File: src/rtl/efr_pkg.sv
package efr_pkg;
  typedef enum logic [1:0] {
    SYM_DLO = 2'b00,
    SYM_DHI = 2'b01,
    SYM_CLO = 2'b10,
    SYM_CHI = 2'b11
  } sym_e;
endpackage

File: src/rtl/efr_slot_ctr.sv
module efr_slot_ctr #(
  parameter int SLOTS = 36,
  localparam int SW = $clog2(SLOTS)
) (
  input  logic          clk,
  input  logic          rst,
  input  logic          adv,
  output logic [SW-1:0] slot
);
  localparam logic [SW-1:0] LAST = SW'(SLOTS - 1);

  always_ff @(posedge clk) begin
    if (rst)
      slot <= '0;
    else if (adv)
      slot <= (slot == LAST) ? '0 : slot + 1'b1;
  end
endmodule

File: src/rtl/efr_word_latch.sv
module efr_word_latch #(
  parameter int NB = 30
) (
  input  logic          clk,
  input  logic          rst,
  input  logic          take,
  input  logic [NB-1:0] word_in,
  input  logic          de_in,
  output logic [NB-1:0] word_q,
  output logic          de_q
);
  always_ff @(posedge clk) begin
    if (rst) begin
      word_q <= '0;
      de_q   <= 1'b0;
    end else if (take) begin
      word_q <= word_in;
      de_q   <= de_in;
    end
  end
endmodule

File: src/rtl/efr_sym_sel.sv
module efr_sym_sel
  import efr_pkg::*;
#(
  parameter int NB = 30,
  localparam int SLOTS = NB + 6,
  localparam int HALF = SLOTS / 2,
  localparam int SW = $clog2(SLOTS)
) (
  input  logic [SW-1:0] slot,
  input  logic [NB-1:0] word,
  input  logic          de,
  input  logic          last_bit,
  input  logic          tail_inv,
  output sym_e          sym
);
  localparam logic [SW-1:0] S_MID   = SW'(HALF);
  localparam logic [SW-1:0] S_MIDT  = SW'(HALF + 1);
  localparam logic [SW-1:0] S_SPARE = SW'(HALF - 1);
  localparam logic [SW-1:0] S_DE    = SW'(2);
  localparam logic [SW-1:0] S_TAIL  = SW'(1);
  localparam logic [SW-1:0] OFS_A   = SW'(3);
  localparam logic [SW-1:0] OFS_B   = SW'(6);
  localparam int PAD = 1 << SW;

  // word bits in transmit order, zero padded to the index range
  logic [PAD-1:0] order;
  for (genvar i = 0; i < PAD; i++) begin : g_ord
    if (i < NB) begin : g_bit
      assign order[i] = word[NB-1-i];
    end else begin : g_pad
      assign order[i] = 1'b0;
    end
  end

  logic [SW-1:0] idx;
  logic          pay_bit;
  assign idx     = (slot < S_MID) ? slot - OFS_A : slot - OFS_B;
  assign pay_bit = order[idx];

  always_comb begin
    if (slot == '0 || slot == S_MID)
      sym = last_bit ? SYM_CHI : SYM_CLO;
    else if (slot == S_TAIL || slot == S_MIDT)
      sym = (last_bit ^ tail_inv) ? SYM_DHI : SYM_DLO;
    else if (slot == S_DE)
      sym = de ? SYM_DHI : SYM_DLO;
    else if (slot == S_SPARE)
      sym = SYM_DLO;
    else
      sym = pay_bit ? SYM_DHI : SYM_DLO;
  end
endmodule

File: src/rtl/emb_clk_framer.sv
module emb_clk_framer
  import efr_pkg::*;
#(
  parameter int DEPTH = 10,
  localparam int NB = 3 * DEPTH,
  localparam int SLOTS = NB + 6,
  localparam int HALF = SLOTS / 2,
  localparam int SW = $clog2(SLOTS)
) (
  input  logic          clk,
  input  logic          rst,
  input  logic          ser_en,
  input  logic          tail_inv,
  input  logic          de_in,
  input  logic [NB-1:0] pix_in,
  output logic [1:0]    sym_out
);
  logic [SW-1:0] slot;
  logic [NB-1:0] word_q;
  logic          de_q;
  logic          last_bit;
  logic          take;
  sym_e          nxt;

  assign take = ser_en && (slot == '0);

  efr_slot_ctr #(.SLOTS(SLOTS)) u_ctr (
    .clk(clk), .rst(rst), .adv(ser_en), .slot(slot)
  );

  efr_word_latch #(.NB(NB)) u_lat (
    .clk(clk), .rst(rst), .take(take),
    .word_in(pix_in), .de_in(de_in),
    .word_q(word_q), .de_q(de_q)
  );

  efr_sym_sel #(.NB(NB)) u_sel (
    .slot(slot), .word(word_q), .de(de_q),
    .last_bit(last_bit), .tail_inv(tail_inv), .sym(nxt)
  );

  always_ff @(posedge clk) begin
    if (rst) begin
      sym_out  <= 2'b00;
      last_bit <= 1'b0;
    end else if (ser_en) begin
      sym_out <= nxt;
      if (!nxt[1]) last_bit <= nxt[0];
    end
  end
endmodule

File: config.mk
export PLATFORM = sky130hd
export DESIGN_NAME = emb_clk_framer
export DESIGN_NICKNAME = d
export VERILOG_FILES = /design/src/rtl/efr_pkg.sv /design/src/rtl/efr_slot_ctr.sv /design/src/rtl/efr_word_latch.sv /design/src/rtl/efr_sym_sel.sv /design/src/rtl/emb_clk_framer.sv
export SDC_FILE = /design/constraint.sdc
export NUM_CORES = 1
export LEC_CHECK = 0
export BUFFER_PORTS_ARGS = -buffer_cell sky130_fd_sc_hd__buf_4
export CAP_MARGIN = 0
export CELL_PAD_IN_SITES_DETAIL_PLACEMENT = 0
export CELL_PAD_IN_SITES_GLOBAL_PLACEMENT = 1
export CORE_AREA = 2 2 72 88
export CTS_CLUSTER_SIZE = 10
export DETAILED_ROUTE_END_ITERATION = 10
export DIE_AREA = 0 0 74 90
export PLACE_DENSITY = 0.88
export REMOVE_ABC_BUFFERS = 1
export SLEW_MARGIN = 20
export SYNTH_ARGS = -nofsm -noshare
export SYNTH_HDL_FRONTEND = slang
export SYNTH_SLANG_ARGS = --single-unit
File: constraint.sdc
create_clock -name clk -period 3.1 [get_ports clk]
set_input_delay 0.155 -clock clk [delete_from_list [all_inputs] [get_ports clk]]
set_output_delay 0.155 -clock clk [all_outputs]
set_load 0.01 [all_outputs]
==> metrics <==
post-route setup slack=0.3443 ns; # IOs=37; FFs w/ async S/R, synth=0%; Worst Setup Slack post-DPL=around 0.39 ns; startpoint type of the worst setup path=register; Yosys top cell area share=around 34%; Root Driver=clkbuf_8; CTS tree=done; slew at the pin closest to its max-slew limit=approximately 0.70 ns; Final Setup Violations=0; Yosys warning count=0; Reg2Reg Depth=8; placed cells=410; Die Width=between 70 and 80 µm; Max-Cap Viols=0; Final nets=376; hold_buf cts=0; Slowest cell on crit path=mux4_1; die area=~6700 µm²; routed wire length=around 5.6 mm; Skew-Pair Late Insertion Delay=about 0.29 ns; Crit Path Class=register to register; row cnt=31; DRC=0; Post-Layout Cell Count=~420; hold crit path type=input pin to register; outcome=completed; Setup crit end=sym_out[0]; fin crit share=roughly nine tenths; P_leak=between 0.001 and 0.0015 µW; Fin. Hold Viols=0; Remaining Overflow, GRT=0; initial antenna violation count=0; Final Max Tran Viols=0; 1st-iter DRT viols=74; Worst EP arrival=2.93 ns; overall routing resource usage=around 18%; Worst R2R End=sym_out[0]; Most used DFF post-synth=dfxtp_1; count leader, synth=nand2_1; PD cells=416.8 nW/µm²; list of most frequent post-synthesis cells=74 x nand2_1, 48 x a21oi_1, 40 x dfxtp_1; clock skew=roughly 0.0027 ns; clk sink count=40; Die H=90 µm; min Tclk post-route=2.756 ns; Cell Chain, Critical Path=inv_1 -> ha_1 -> or3b_2 -> o311ai_1 -> mux4_1 -> a22o_1 -> nor4b_1 -> nor3_1; post-synthesis cell count=between 300 and 400; Worst-path clk slew=~0.08 ns; WP data required=roughly 3.3 ns; initial core utilization=around two fifths; Seq/Total Area, Yosys=approximately a third; antenna viol nets, final=0; routed len/inst=13.39 µm; Layout Area Growth over Synthesis=19.31%; startpoint of the worst hold path=pix_in[11]; fin util=around 47%; Worst Setup End Kind=register; total power=between 1000 and 1500 µW; Hold Path Cell Cnt=3; DR vias/cell=roughly 5.2; reg2reg start=u_ctr.slot[1]; Post-Syn Area per Cell=between 7 and 8 µm²; Post-Syn Area=about 2300 µm²; count of cell types in the netlist=54; Resized Gates After CTS=0; area leader, netlist=dfxtp_1; VDD IR max=around 0.00026 V; half-perimeter wire length after placement=4.138 mm; Fin Setup TNS=0 ns; Post-CTS Setup Inserts=0; Slew headroom=between 50% and 60%; RSZ-0062 raised after global routing=false; vias in the first global route=around 2100; n_diodes=0; Worst setup startpoint=u_ctr.slot[1]; Max Fanout on Critical Path=3; core area=5857 µm²; Synth area leaders=dfxtp_1 34%, nand2_1 12%, a21oi_1 10%, ha_1 3.2%, mux4_2 2.9%; Max clock buf depth=2; maximum number of pins on one net before global-route repair=39; EDFF count, synth=0; total CTS buffers=5; Detailed Routing Iterations Pass 1=4; htree depth=2; max incr delay on CP=0.65 ns; flops & latches, synth=40; # port buffers=36; fmax=0.3629 GHz; Placer Congestion=about 0.87; first-pass GRT wire length=9.501 mm; r2r setup slk=0.34 ns; vias=between 2000 and 2500; layout cells sized above 1=19.94%
==> worst min path at each step <==
| stage | to |
|---|---|
| floorplan | sym_out[1] |
| global placement | u_lat.word_q[0] |
| detailed placement | u_lat.word_q[12] |
| CTS | u_lat.word_q[12] |
| global route | u_lat.word_q[12] |
| finish | u_lat.word_q[11] |
==> layer usage <==
layer	vias to the layer above	GRT usage, %	share of wire [%]
met5	-	0	0
met4	0	5.758	1.4
met3	8	2.803	3.2
met2	37	28.87	49
met1	1016	23.48	47
li1	1125	-	-
==> placed cells by master (no fill, tap or decap), drive strengths merged, types with 3 or more instances in the layout <==
| cell | n |
|---|---|
| ha | 6 |
| o31ai | 4 |
| a211oi | 4 |
| dfxtp | 40 |
| o21ai | 8 |
| or3b | 3 |
| nand2b | 6 |
| a21oi | 48 |
| inv | 7 |
| buf | 46 |
| nand3 | 12 |
| nor2 | 12 |
| a21boi | 3 |
| a211o | 3 |
| clkbuf | 6 |
| and3 | 5 |
| nor3 | 5 |
| a21o | 3 |
| mux4 | 4 |
| nand2 | 75 |
| xnor2 | 4 |
==> per-stage QoR <==
| step | hold WS, ns | cell area (µm²) |
|---|---|---|
| floorplan | 0.2241 | 2230 |
| global placement | 0.4074 | 2678 |
| detailed placement | 0.4109 | 2678 |
| CTS | 0.09941 | 2775 |
| global route | 0.09499 | 2775 |
| finish | 0.1030 | 2775 |
==> registers in the layout, indices dropped and copies added, names as in the netlist <==
name,flops
last_bit,1
u_ctr.slot,6
u_lat.de_q,1
sym_out,2
u_lat.word_q,30
==> power by group <==
| part | switching, µW | internal [µW] | total [µW] |
|---|---|---|---|
| combinational | 117 | 109 | 226 |
| clock | 188 | 180 | 368 |
| sequential | 17.2 | 545 | 562 |
==> worst max-delay path: cells and delay by family (launching register included) <==
family          cells  cell delay [ns]
compound gates      2             0.46
simple gates        3             0.82
buf+inv             1             0.07
fa+ha+maj           1             0.31
flops               1             0.34
mux                 1             0.65
==> final cells by class <==
class / instances / area, µm²
multi-input cells: 235 / 1403
flip-flops and latches: 40 / 800.8
clock buffers: 6 / 82.58
well taps: 82 / 102.6
fillers: 635 / 3082
repair buffers: 46 / 345.3
inverters: 7 / 26.28
clock inverters: 2 / 15.01
==> logic make-up after synthesis <==
logic type                 count (synthesis)  synth area share (%)
xor gates and xnor gates                   5                 1.883
adders and majority gates                  6                 3.227
and+or+nand+nor                          129                 25.66
AOI/OAI and AO/OA                         89                 24.53
buffers and inverters                     26                 5.271
DFF                                       40                 34.43
muxes                                      6                 5.003
(Power assumes the default switching activity.)
